`src/rtl/otg_tmr_pkg.sv`:
```
package otg_tmr_pkg;
  localparam int WORD_W   = 32;
  localparam int TICK_W   = 27;
  localparam int EN_POS   = 31;
  localparam int ST_VBUS  = 5;
  localparam int ST_SVAL  = 6;
  localparam int ST_SEND  = 7;
  localparam int MG_VDET  = 9;

  typedef enum logic [1:0] {
    SEL_STATUS = 2'd0,
    SEL_TIMER  = 2'd1,
    SEL_MGMT   = 2'd2,
    SEL_NONE   = 2'd3
  } reg_sel_e;
endpackage

```
`src/rtl/otg_oneshot.sv`:
```
module otg_oneshot #(
  parameter int WORD_W = 32,
  parameter int TICK_W = 27,
  parameter int EN_POS = 31
) (
  input  logic              clk,
  input  logic              rst_n,
  input  logic              ld,
  input  logic [WORD_W-1:0] ld_data,
  output logic [WORD_W-1:0] val,
  output logic              tmo
);
  logic [WORD_W-1:0] val_q, val_d;
  logic [TICK_W-1:0] cnt_q, cnt_d;
  logic              arm_q, arm_d;
  logic              tmo_q, tmo_d;
  logic              upd_en;

  always_comb begin
    val_d = val_q;
    cnt_d = cnt_q;
    arm_d = arm_q;
    tmo_d = 1'b0;
    if (ld) begin
      val_d = ld_data;
      cnt_d = ld_data[TICK_W-1:0];
      arm_d = ld_data[EN_POS];
    end else if (arm_q) begin
      if (cnt_q == '0) begin
        val_d = '0;
        arm_d = 1'b0;
        tmo_d = 1'b1;
      end else begin
        cnt_d = cnt_q - 1'b1;
      end
    end
  end

  assign upd_en = ld | arm_q;

  always_ff @(posedge clk or negedge rst_n) begin
    if (!rst_n) begin
      val_q <= '0;
      cnt_q <= '0;
      arm_q <= 1'b0;
    end else if (upd_en) begin
      val_q <= val_d;
      cnt_q <= cnt_d;
      arm_q <= arm_d;
    end
  end

  always_ff @(posedge clk or negedge rst_n) begin
    if (!rst_n) tmo_q <= 1'b0;
    else        tmo_q <= tmo_d;
  end

  assign val = val_q;
  assign tmo = tmo_q;

  a_r4_expire_clears: assert property (@(posedge clk) disable iff (!rst_n)
    tmo_q |-> (val_q == '0));
  a_r4_single_pulse: assert property (@(posedge clk) disable iff (!rst_n)
    tmo_q |=> !tmo_q);
  a_r5_cancel_silent: assert property (@(posedge clk) disable iff (!rst_n)
    (ld && !ld_data[EN_POS]) |=> !tmo_q);
  a_r12_load_wins: assert property (@(posedge clk) disable iff (!rst_n)
    ld |=> (!tmo_q && val_q == $past(ld_data)));
endmodule

```
`src/rtl/otg_stat_track.sv`:
```
module otg_stat_track #(
  parameter int WORD_W  = 32,
  parameter int ST_VBUS = 5,
  parameter int ST_SVAL = 6,
  parameter int ST_SEND = 7
) (
  input  logic              clk,
  input  logic              rst_n,
  input  logic              vbus_in,
  input  logic              sess_in,
  output logic [WORD_W-1:0] stat,
  output logic              chg
);
  logic vbus_q, vbus_d;
  logic sval_q, sval_d;
  logic send_q, send_d;
  logic prev_q;
  logic chg_q, chg_d;
  logic sess_rise, sess_fall;

  assign sess_rise = sess_in & ~prev_q;
  assign sess_fall = ~sess_in & prev_q;

  always_comb begin
    vbus_d = vbus_q;
    chg_d  = 1'b0;
    if (vbus_in != vbus_q) begin
      vbus_d = vbus_in;
      chg_d  = 1'b1;
    end
    sval_d = sval_q;
    send_d = send_q;
    if (sess_rise) begin
      sval_d = 1'b1;
      send_d = 1'b0;
    end else if (sess_fall) begin
      sval_d = 1'b0;
      send_d = 1'b1;
    end
  end

  always_ff @(posedge clk or negedge rst_n) begin
    if (!rst_n) begin
      vbus_q <= 1'b0;
      sval_q <= 1'b0;
      send_q <= 1'b0;
      prev_q <= 1'b0;
      chg_q  <= 1'b0;
    end else begin
      vbus_q <= vbus_d;
      sval_q <= sval_d;
      send_q <= send_d;
      prev_q <= sess_in;
      chg_q  <= chg_d;
    end
  end

  always_comb begin
    stat          = '0;
    stat[ST_VBUS] = vbus_q;
    stat[ST_SVAL] = sval_q;
    stat[ST_SEND] = send_q;
  end
  assign chg = chg_q;

  a_r6_event_on_change: assert property (@(posedge clk) disable iff (!rst_n)
    chg_q |-> (vbus_q != $past(vbus_q)));
  a_r6_no_silent_change: assert property (@(posedge clk) disable iff (!rst_n)
    (vbus_q != $past(vbus_q)) |-> chg_q);
  a_r7_exclusive: assert property (@(posedge clk) disable iff (!rst_n)
    !(sval_q && send_q));
  a_r7_steady_level: assert property (@(posedge clk) disable iff (!rst_n)
    (sess_in == prev_q) |=> ($stable(sval_q) && $stable(send_q)));
endmodule

```
`src/rtl/otg_status_timer.sv`:
```
module otg_status_timer
  import otg_tmr_pkg::*;
#(
  parameter int DATA_W = WORD_W,
  parameter int CNT_W  = TICK_W
) (
  input  logic              clk,
  input  logic              rst_n,
  input  logic              wr_en,
  input  logic [1:0]        wr_sel,
  input  logic [DATA_W-1:0] wr_data,
  input  logic [1:0]        rd_sel,
  output logic [DATA_W-1:0] rd_data,
  input  logic              vbus_valid_in,
  input  logic              session_in,
  output logic              tmo_evt,
  output logic              vbus_chg_evt
);
  logic [DATA_W-1:0] tmr_val;
  logic [DATA_W-1:0] stat_word;
  logic [DATA_W-1:0] stat_view;
  logic [DATA_W-1:0] mgmt_q, mgmt_d;
  logic              tmr_ld;
  logic              mgmt_ld;

  assign tmr_ld  = wr_en && (reg_sel_e'(wr_sel) == SEL_TIMER);
  assign mgmt_ld = wr_en && (reg_sel_e'(wr_sel) == SEL_MGMT);

  otg_oneshot #(
    .WORD_W (DATA_W),
    .TICK_W (CNT_W),
    .EN_POS (EN_POS)
  ) u_oneshot (
    .clk     (clk),
    .rst_n   (rst_n),
    .ld      (tmr_ld),
    .ld_data (wr_data),
    .val     (tmr_val),
    .tmo     (tmo_evt)
  );

  otg_stat_track #(
    .WORD_W  (DATA_W),
    .ST_VBUS (ST_VBUS),
    .ST_SVAL (ST_SVAL),
    .ST_SEND (ST_SEND)
  ) u_stat (
    .clk     (clk),
    .rst_n   (rst_n),
    .vbus_in (vbus_valid_in),
    .sess_in (session_in),
    .stat    (stat_word),
    .chg     (vbus_chg_evt)
  );

  always_comb begin
    mgmt_d = mgmt_q;
    if (mgmt_ld) mgmt_d = wr_data;
  end

  always_ff @(posedge clk or negedge rst_n) begin
    if (!rst_n)       mgmt_q <= '0;
    else if (mgmt_ld) mgmt_q <= mgmt_d;
  end

  always_comb begin
    stat_view          = stat_word;
    stat_view[ST_VBUS] = stat_word[ST_VBUS] & mgmt_q[MG_VDET];
  end

  always_comb begin
    case (reg_sel_e'(rd_sel))
      SEL_STATUS: rd_data = stat_view;
      SEL_TIMER:  rd_data = tmr_val;
      SEL_MGMT:   rd_data = mgmt_q;
      default:    rd_data = '0;
    endcase
  end

  a_r8_vbus_gated: assert property (@(posedge clk) disable iff (!rst_n)
    ((reg_sel_e'(rd_sel) == SEL_STATUS) && !mgmt_q[MG_VDET]) |-> !rd_data[ST_VBUS]);
  a_r9_mgmt_hold: assert property (@(posedge clk) disable iff (!rst_n)
    !mgmt_ld |=> $stable(mgmt_q));
endmodule

```
`config.mk`:
```
export PLATFORM = sky130hd
export DESIGN_NAME = otg_status_timer
export DESIGN_NICKNAME = d
export VERILOG_FILES = /design/src/rtl/otg_tmr_pkg.sv /design/src/rtl/otg_oneshot.sv /design/src/rtl/otg_stat_track.sv /design/src/rtl/otg_status_timer.sv
export SDC_FILE = /design/constraint.sdc
export NUM_CORES = 1
export LEC_CHECK = 0
export ABC_AREA = 1
export BUFFER_PORTS_ARGS = -buffer_cell sky130_fd_sc_hd__buf_2
export CAP_MARGIN = 20
export CORE_MARGIN = 5
export CORE_UTILIZATION = 35
export DETAILED_ROUTE_END_ITERATION = 6
export SYNTH_ARGS = -nofsm -noshare
export SYNTH_HDL_FRONTEND = slang
export SYNTH_SLANG_ARGS = --single-unit
```
`constraint.sdc`:
```
create_clock -name clk -period 4.93 [get_ports clk]
set_input_delay 0.7395 -clock clk [delete_from_list [all_inputs] [get_ports clk]]
set_output_delay 0.7395 -clock clk [all_outputs]
set_load 0.02 [all_outputs]
```
# Word level (Yosys, flattened, before mapping)
# Index checks and enable logic that the tools add are counted.
# classes
add_sub_neg	1
multipliers	0
div	0
order_cmp	0
n_eq_ne	6
n_shift	0
mux	18
n_bitwise	6
n_reduce_logical	9
# op_table
operator	count
two-way mux 32 bit	3
case mux 32 bit (3 select lines)	1
two-way mux 27 bit	3
zero test 27 bit	1
subtractor 27 x 1 -> 27 bit (second input constant)	1
two-way mux 1 bit	11
AND reduction 3 bit	2
nonzero test 2 bit	3
== test 2 x 1 -> 1 bit (second input constant)	2
== test 2 bit (second input constant)	2
bitwise AND 1 bit	3
logical AND 1 bit	2
zero test 2 bit	1
inequality test 2 x 1 -> 1 bit (second input constant)	1
NOT 1 bit	2
inequality test 1 bit	1
bitwise OR 1 bit	1
# word_totals
ff_bits	98
latch_bits	0
mem_bits_rw	0
mem_bits_ro	0
inputBits	41
wordCells	50
memories	0

# Depth between registers and ports, before layout
# Gate-level depths: netlist of the first run.
# depth
ltp_word	4
depth_mapped	12

# Modules after synthesis
# From an unflattened synthesis of the first run, not the netlist that was laid out.
# unflattened
hier_cells	802
hier_area_um2	5841.9
# by_module_without_submodules
mod	n_inst	cells_per_inst	area_per_inst_um2	seq_area_each_um2
otg_oneshot	1	453	3285.7	1526.5
otg_status_timer	1	296	2112.0	800.8
otg_stat_track	1	53	444.2	125.1

# Worst setup path after synthesis of the first run
# Ideal clock, no wire load.
# synth_timing
kind	input to output
from	input port rd_sel[1]
to	output port rd_data[5]
t_arrival_ns	1.751
required_time_ns	4.191
setup_slack_ns	2.439
path_stages	5
path_buffers	2
cell_sequence	inv_1 -> or2_2 -> clkbuf_1 -> clkbuf_1 -> o221ai_1
# synth_via
elab_chain_cells	2
# synth_lines
item	line_no	text
start, declared	otg_status_timer.sv:12	input logic [1:0] rd_sel,
== test 2 bit, or another cell as far along	otg_status_timer.sv:72	case (reg_sel_e'(rd_sel))
case mux 32 bit (3 select lines) (*)	otg_status_timer.sv:72	
end, declared	otg_status_timer.sv:13	output logic [DATA_W-1:0] rd_data,
# Mark *: on every way between the ends. The rest lies on a longest branch, timed or not.

# Worst setup path in the final report of the first run
# layout_timing
from	input port wr_sel[0]
to	register u_oneshot.val_q[1], in the netlist u_oneshot.val[1]
# layout_via
elab_chain_cells	4
# layout_lines
item	line_no	text
start, declared	otg_status_timer.sv:10	input logic [1:0] wr_sel,
== test 2 x 1 -> 1 bit (*)	otg_status_timer.sv:26	assign tmr_ld = wr_en && (reg_sel_e'(wr_sel) == SEL_TIMER);
logical AND 1 bit (*)	otg_status_timer.sv:26	
nonzero test 2 bit (no source line) / bitwise OR 1 bit (equally long branches)	--	
AND reduction 3 bit (no source line)	--	
end signal, assigned	otg_oneshot.sv:47	val_q <= val_d;
end, declared	otg_oneshot.sv:13	logic [WORD_W-1:0] val_q, val_d;
# Marked as above.
# A chain may end at the register's enable or synchronous reset.

==> impl_metrics.ini, run 1 <==
[detailed_routing]
drt_first_pass_iters = 5
wl_per_cell_um = 14.27
num_vias = 4355
routed_via_density = 4.866
drt-initial-drc-count = 297
drcViolationCount = 0
routed_wl_mm = 12.77
drtAntennaViolNets = 0

[cts]
cts_resized = 0
root_buffer = clkbuf_16
cts.clk_slew.worst_paths_ns = 0.06
post_cts_buffers = 0
clkSinkCount = 98
postCtsHoldBufs = 0
cts_buffers = 9
cts_max_path_buffers = 2
clkLatencyLatePin_ns = 0.34
htreeDepth = 3
cts_tree = yes

[global_route]
grt_usage_pct = 16.29
grt_pass1_vias = 4520
gr-total-overflow = 0
grt_max_degree = 65
antenna_found_initial = 0
grt_pass1_wl_mm = 21.76

[sta]
worst_pin_slew_ns = 0.8284
max_slew_margin_pct = 44.77
clock-skew-final_ns = 0.004872
whs_ns = 0.4775
slew_violations = 0
fin_crit_sh_pct = 53.93
setup_tns_ns = 0
final.min_clock_period_ns = 2.659
finalSetupViolCount = 0
hold_viol = 0
max_freq_mhz = 376.1
grt_setup_unrepaired = false

[worst_setup_path]
cp.required_ns = 5.18
crit_path_max_fanout = 32
r2r_cells = 10
critical_path_class = input port to flip-flop
start_kind = input port
crit_path_end_kind = flip-flop
worstPathArrival_ns = 2.91

[layout]
fillers = 1418
drive_gt1_share_pct = 15.10
diodes = 0
fin_area_um2 = 5789
area_growth_syn_to_layout_pct = 17.41
instances_no_fill = 895
final_nets = 753
seq_area_um2 = 2452
layout_commonest_cell = nand2_1
final_cell_mix = 160 x nand2_1, 98 x dfrtp_1, 92 x inv_1, 82 x nor2_1, 73 x buf_2
multi_input_area_um2 = 2011

[die]
num_rows = 43
die_area_um2 = 16560
core_area_um2 = 13830
die_x_um = 128.7
pin_count = 75
die_y_um = 128.7
start_util_pct = 35.66

[synth]
synth_top_area_cell = dfrtp_1
yosys_warnings = 0
synth_seq_cells = 98
synthTopCellsByArea = dfrtp_1 50%, nand2_1 12%, inv_1 7.0%
syn_area_um2 = 4931
syn_avg_cell_area_um2 = 7.621
syn-num-nets = 690
synth.distinct_cells = 35
synthCells = 647
yosysSeqAreaShare_pct = 49.73
netlist.area_leader.share_pct = 49.73

[placed_design]
io_buffers = 74
dp.cells = 878
dp_hpwl_mm = 9.196
dpl_cell_area_um2 = 5460
gp_congestion = 0.8896

[min_path]
hp-class = input port to async pin

[power_and_ir_drop]
pwr_density_cell_nw_per_um2 = 463.4
leakage_nw = 3.013
max-vdd-ir-drop_mv = 0.1779

[job]
max_cap_viol_count = 0

[outcome]
status = completed
==> metrics by stage <==
step | util, % | setup WS, ns | total power [mW]
final | 41.87 | 2.271 | 2.683
after global routing | 41.87 | 2.028 | 2.876
after CTS | 41.67 | 1.985 | 2.700
after detailed placement | 39.49 | 1.908 | 1.980
after global placement | 39.34 | 1.931 | 1.962
after floorplan | - | 2.439 | 1.737
==> cells by family after synthesis <==
kind of cell,Yosys count,synth area share [%]
and+or+nand+nor,281,23.29
AOI/OAI and AO/OA,137,15.40
buffers and inverters,121,9.591
DFF,98,49.73
xor gates and xnor gates,7,1.243
adders and majority gates,2,0.5074
muxes,1,0.2284
==> where the power goes <==
group | switching (mW) | internal [mW]
logic | 0.557 | 0.282
registers | 0.140 | 0.998
clock network | 0.305 | 0.401
==> synthesized netlist by cell type (all sizes together) <==
master,instances
nand2,162
dfrtp,98
inv,92
nor2,87
o21ai,63
a21oi,35
o22ai,29
nand3,19
clkbuf,18
buf,10
nand4,7
xor2,4
o21bai,3
o221ai,3
xnor2,3
a21boi,2
ha,2
nor3,2
clkinv,1
mux2,1
nand3b,1
nor3b,1
o21a,1
o31ai,1
or2,1
or3,1
==> worst max-delay path, cell delays in order <==
cell	delay, ns
buf_2	0.10
inv_1	0.07
nor2_1	0.04
nand2_1	0.05
buf_4	0.29
clkinv_1	0.48
buf_4	0.41
o21a_2	0.44
o21ai_0	0.26
==> final timing paths <==
kind / end / slack, ns / start
min in group clk: u_stat.chg / 0.49 / u_stat.vbus_q
worst min-delay path: u_stat.sval_q / 0.48 / rst_n
worst max register to register: u_oneshot.cnt_q[4] / 2.64 / u_oneshot.cnt_q[0]
max in group asynchronous: u_stat.chg / 3.43 / rst_n
worst max-delay path: u_oneshot.val[1] / 2.27 / wr_sel[0]
worst min register to register: u_stat.chg / 0.49 / u_stat.vbus_q
==> per-layer routing <==
metal / routed length (um) / vias to the layer above / GRT usage [%]
met5: 0 / - / 0
met4: 238 / 0 / 5.683
met3: 573 / 17 / 2.906
met2: 5758 / 122 / 25.79
met1: 6203 / 2027 / 22.53
li1: - / 2189 / -
==> area by class of cell <==
type                       count  share of cell area [%]
clock inverter                 2                  0.3026
timing repair buffer          80                   7.780
sequential                    98                   42.36
multi-input combinational    428                   34.73
clock buffer                  14                   4.906
tap                          180                   3.890
inverter                      93                   6.030
==> sequential cells by signal, summed over array words and instances, names as in the netlist <==
register and count:
mgmt_q 32, u_oneshot.val 32, u_oneshot.cnt_q 27, u_oneshot.arm_q 1, u_oneshot.tmo 1, u_stat.chg 1, u_stat.prev_q 1, u_stat.send_q 1
u_stat.sval_q 1, u_stat.vbus_q 1
No activity file was read; power rests on OpenSTA's default activity.
==> run 2, diff against run 1 <==
--- a/config.mk
+++ b/config.mk
@@ -5,7 +5,7 @@
 export SDC_FILE = /design/constraint.sdc
 export NUM_CORES = 1
 export LEC_CHECK = 0
-export ABC_AREA = 1
+export ABC_AREA = 0
 export BUFFER_PORTS_ARGS = -buffer_cell sky130_fd_sc_hd__buf_2
 export CAP_MARGIN = 20
 export CORE_MARGIN = 5
==> constraint.sdc (replaced) <==
create_clock -name clk -period 2.7 [get_ports clk]
set_input_delay 0.405 -clock clk [delete_from_list [all_inputs] [get_ports clk]]
set_output_delay 0.405 -clock clk [all_outputs]
set_load 0.02 [all_outputs]
==> run 2 against run 1 <==
  * Global-route usage is 1.6 points lower
  * Clock skew up 0.0037 ns
  * Die area is 4.3% lower
  * Sequential power rose by 75%
  * Area after synthesis down 4.6%
  * Final cell count is 28% lower
  * Clock power rose by 86%
  * Sequential share of layout area rose by 1.7 points
  * Register-to-register slack got worse by 2.3 ns
  * First-iteration DRC count down 49%
  * Sequential cell count did not move
  * Critical endpoint is now u_oneshot.val[12]
==> impl_metrics.ini, run 2 <==
[synth]
synthTopCellsByCount = 98 x dfrtp_1, 61 x a22o_1, 33 x mux2_2, 28 x nand2_1
synth.distinct_cells = 47
synth_seq_cells = 98
netlist.area_leader.share_pct = 52.16
synth_top_area_cell = dfrtp_1
yosys_warnings = 0
synth_edf_count = 0
synthTopCellsByArea = dfrtp_1 52%, a22o_1 11%, mux2_2 7.9%
syn-num-nets = 442
synth.most_common_cell = dfrtp_1
async_flop_share_pct = 100.0
synthCells = 399
syn_area_um2 = 4702
syn_avg_cell_area_um2 = 11.78
yosysSeqAreaShare_pct = 52.16
synth-main-ff-cell = dfrtp_1

[layout]
postLayoutCoreUtil_pct = 42.16
drive_gt1_share_pct = 33.48
diodes = 0
instances_no_fill = 645
area_growth_syn_to_layout_pct = 18.25
layout_commonest_cell = dfrtp_1
final_cell_mix = 98 x dfrtp_1, 73 x buf_2, 61 x a22o_1, 33 x mux2_2, 28 x nand2_1
final_nets = 510

[sta]
final.min_clock_period_ns = 2.365
hold_viol = 0
setup_tns_ns = 0
fin_crit_sh_pct = 87.60
clock-skew-final_ns = 0.008522
max_slew_margin_pct = 54.80
max_freq_mhz = 422.8
finalSetupViolCount = 0
whs_ns = 0.05951
slew_violations = 0
worst_pin_slew_ns = 0.6780
grt_setup_unrepaired = false

[global_route]
grt_pass1_wl_mm = 19.03
grt_pass1_vias = 3653
gr-total-overflow = 0
grt_max_degree = 72
grt_usage_pct = 14.68
antenna_found_initial = 0

[cts]
clkSinkCount = 98
htreeDepth = 3
cts_tree = yes
cts_resized = 0
cts_max_path_buffers = 2
root_buffer = clkbuf_16
clkLatencyLatePin_ns = 0.33
post_cts_buffers = 0
cts.clk_slew.worst_paths_ns = 0.06
cts_buffers = 9
postCtsHoldBufs = 0

[placed_design]
dp.cells = 632
gp_congestion = 0.8240
dp_hpwl_mm = 8.036
io_buffers = 74

[die]
num_rows = 42
core_area_um2 = 13190
die_x_um = 125.9
pin_count = 75
die_area_um2 = 15850
start_util_pct = 35.65
die_y_um = 125.9

[worst_setup_path]
crit_path_end_kind = flip-flop
r2r_cells = 8
start_kind = flip-flop
crit_path_max_fanout = 20
reg2reg_slack_ns = 0.33
rr_startpoint = u_oneshot.cnt_q[0]
crit_start = u_oneshot.cnt_q[0]
worstPathArrival_ns = 2.58
critical_path_class = flip-flop to flip-flop
cp.required_ns = 2.92

[outcome]
status = completed

[power_and_ir_drop]
finalPower_mw = 4.142
pwr_density_cell_nw_per_um2 = 745.0
max-vdd-ir-drop_mv = 0.3911
leakage_nw = 2.513

[detailed_routing]
num_vias = 3442
drtAntennaViolNets = 0
routed_via_density = 5.336
drt_first_pass_iters = 4
wl_per_cell_um = 17.68
drcViolationCount = 0
routed_wl_mm = 11.40
drt-initial-drc-count = 150

[job]
max_cap_viol_count = 0

[min_path]
hp-class = input port to async pin
==> run 2: layer usage <==
layer / vias up / GRT usage (%) / part of all wire [%]
li1: 1614 / - / -
met1: 1738 / 20.14 / 46
met2: 74 / 23.41 / 49
met3: 16 / 2.583 / 3.1
met4: 0 / 5.363 / 2.0
met5: - / 0 / 0
==> run 2: through the flow <==
step	area, um^2	worst slack [ns]
2_1_floorplan	4702	0.7822
3_3_place_gp	5264	0.4575
3_5_place_dp	5264	0.3706
4_1_cts	5560	0.3358
5_1_grt	5560	0.1522
6_report	5560	0.3349
==> run 2: power breakdown <==
| part | total [mW] | switching, mW | internal (mW) |
|---|---|---|---|
| clock | 1.31 | 0.511 | 0.797 |
| combinational | 0.834 | 0.435 | 0.399 |
| sequential | 2.00 | 0.251 | 1.75 |
| total | 4.14 | 1.20 | 2.95 |
==> run 2: final timing paths <==
| kind | to |
|---|---|
| setup / recovery | u_oneshot.val[12] |
| hold / removal | u_stat.vbus_q |
| setup reg to reg | u_oneshot.val[12] |
| hold reg to reg | u_stat.chg |
| max in group asynchronous | u_oneshot.cnt_q[9] |
| min in group clk | u_stat.prev_q |
==> run 2: worst max-delay path, stage by stage (launching register included) <==
cell and delay (ns):
dfrtp_1 0.39, inv_1 0.09, ha_1 0.21, nor4b_4 0.32, nand4_4 0.22, nor3_2 0.31, a21oi_2 0.23, buf_4 0.27
a22o_1 0.20
==> run 2: cell families (layout without fill, tap and decap cells) <==
| kind of cell | Yosys count | in the layout | synth area share (%) |
|---|---|---|---|
| and+or+nand+nor | 91 | 91 | 11.50 |
| AOI/OAI and AO/OA | 116 | 116 | 19.61 |
| muxes | 37 | 37 | 8.755 |
| DFF | 98 | 98 | 52.16 |
| buffers and inverters | 33 | 103 | 3.353 |
| adders and majority gates | 2 | 2 | 0.5321 |
| xor gates and xnor gates | 22 | 22 | 4.098 |
==> run 2: layout make-up <==
class                      instances  area [um^2]
timing repair buffer              85        467.9
multi-input combinational        268         2105
fill                            1235         7630
clock buffer                      10        229.0
sequential                        98         2452
clock inverter                     3        67.56
tap                              176        220.2
inverter                           5        18.77
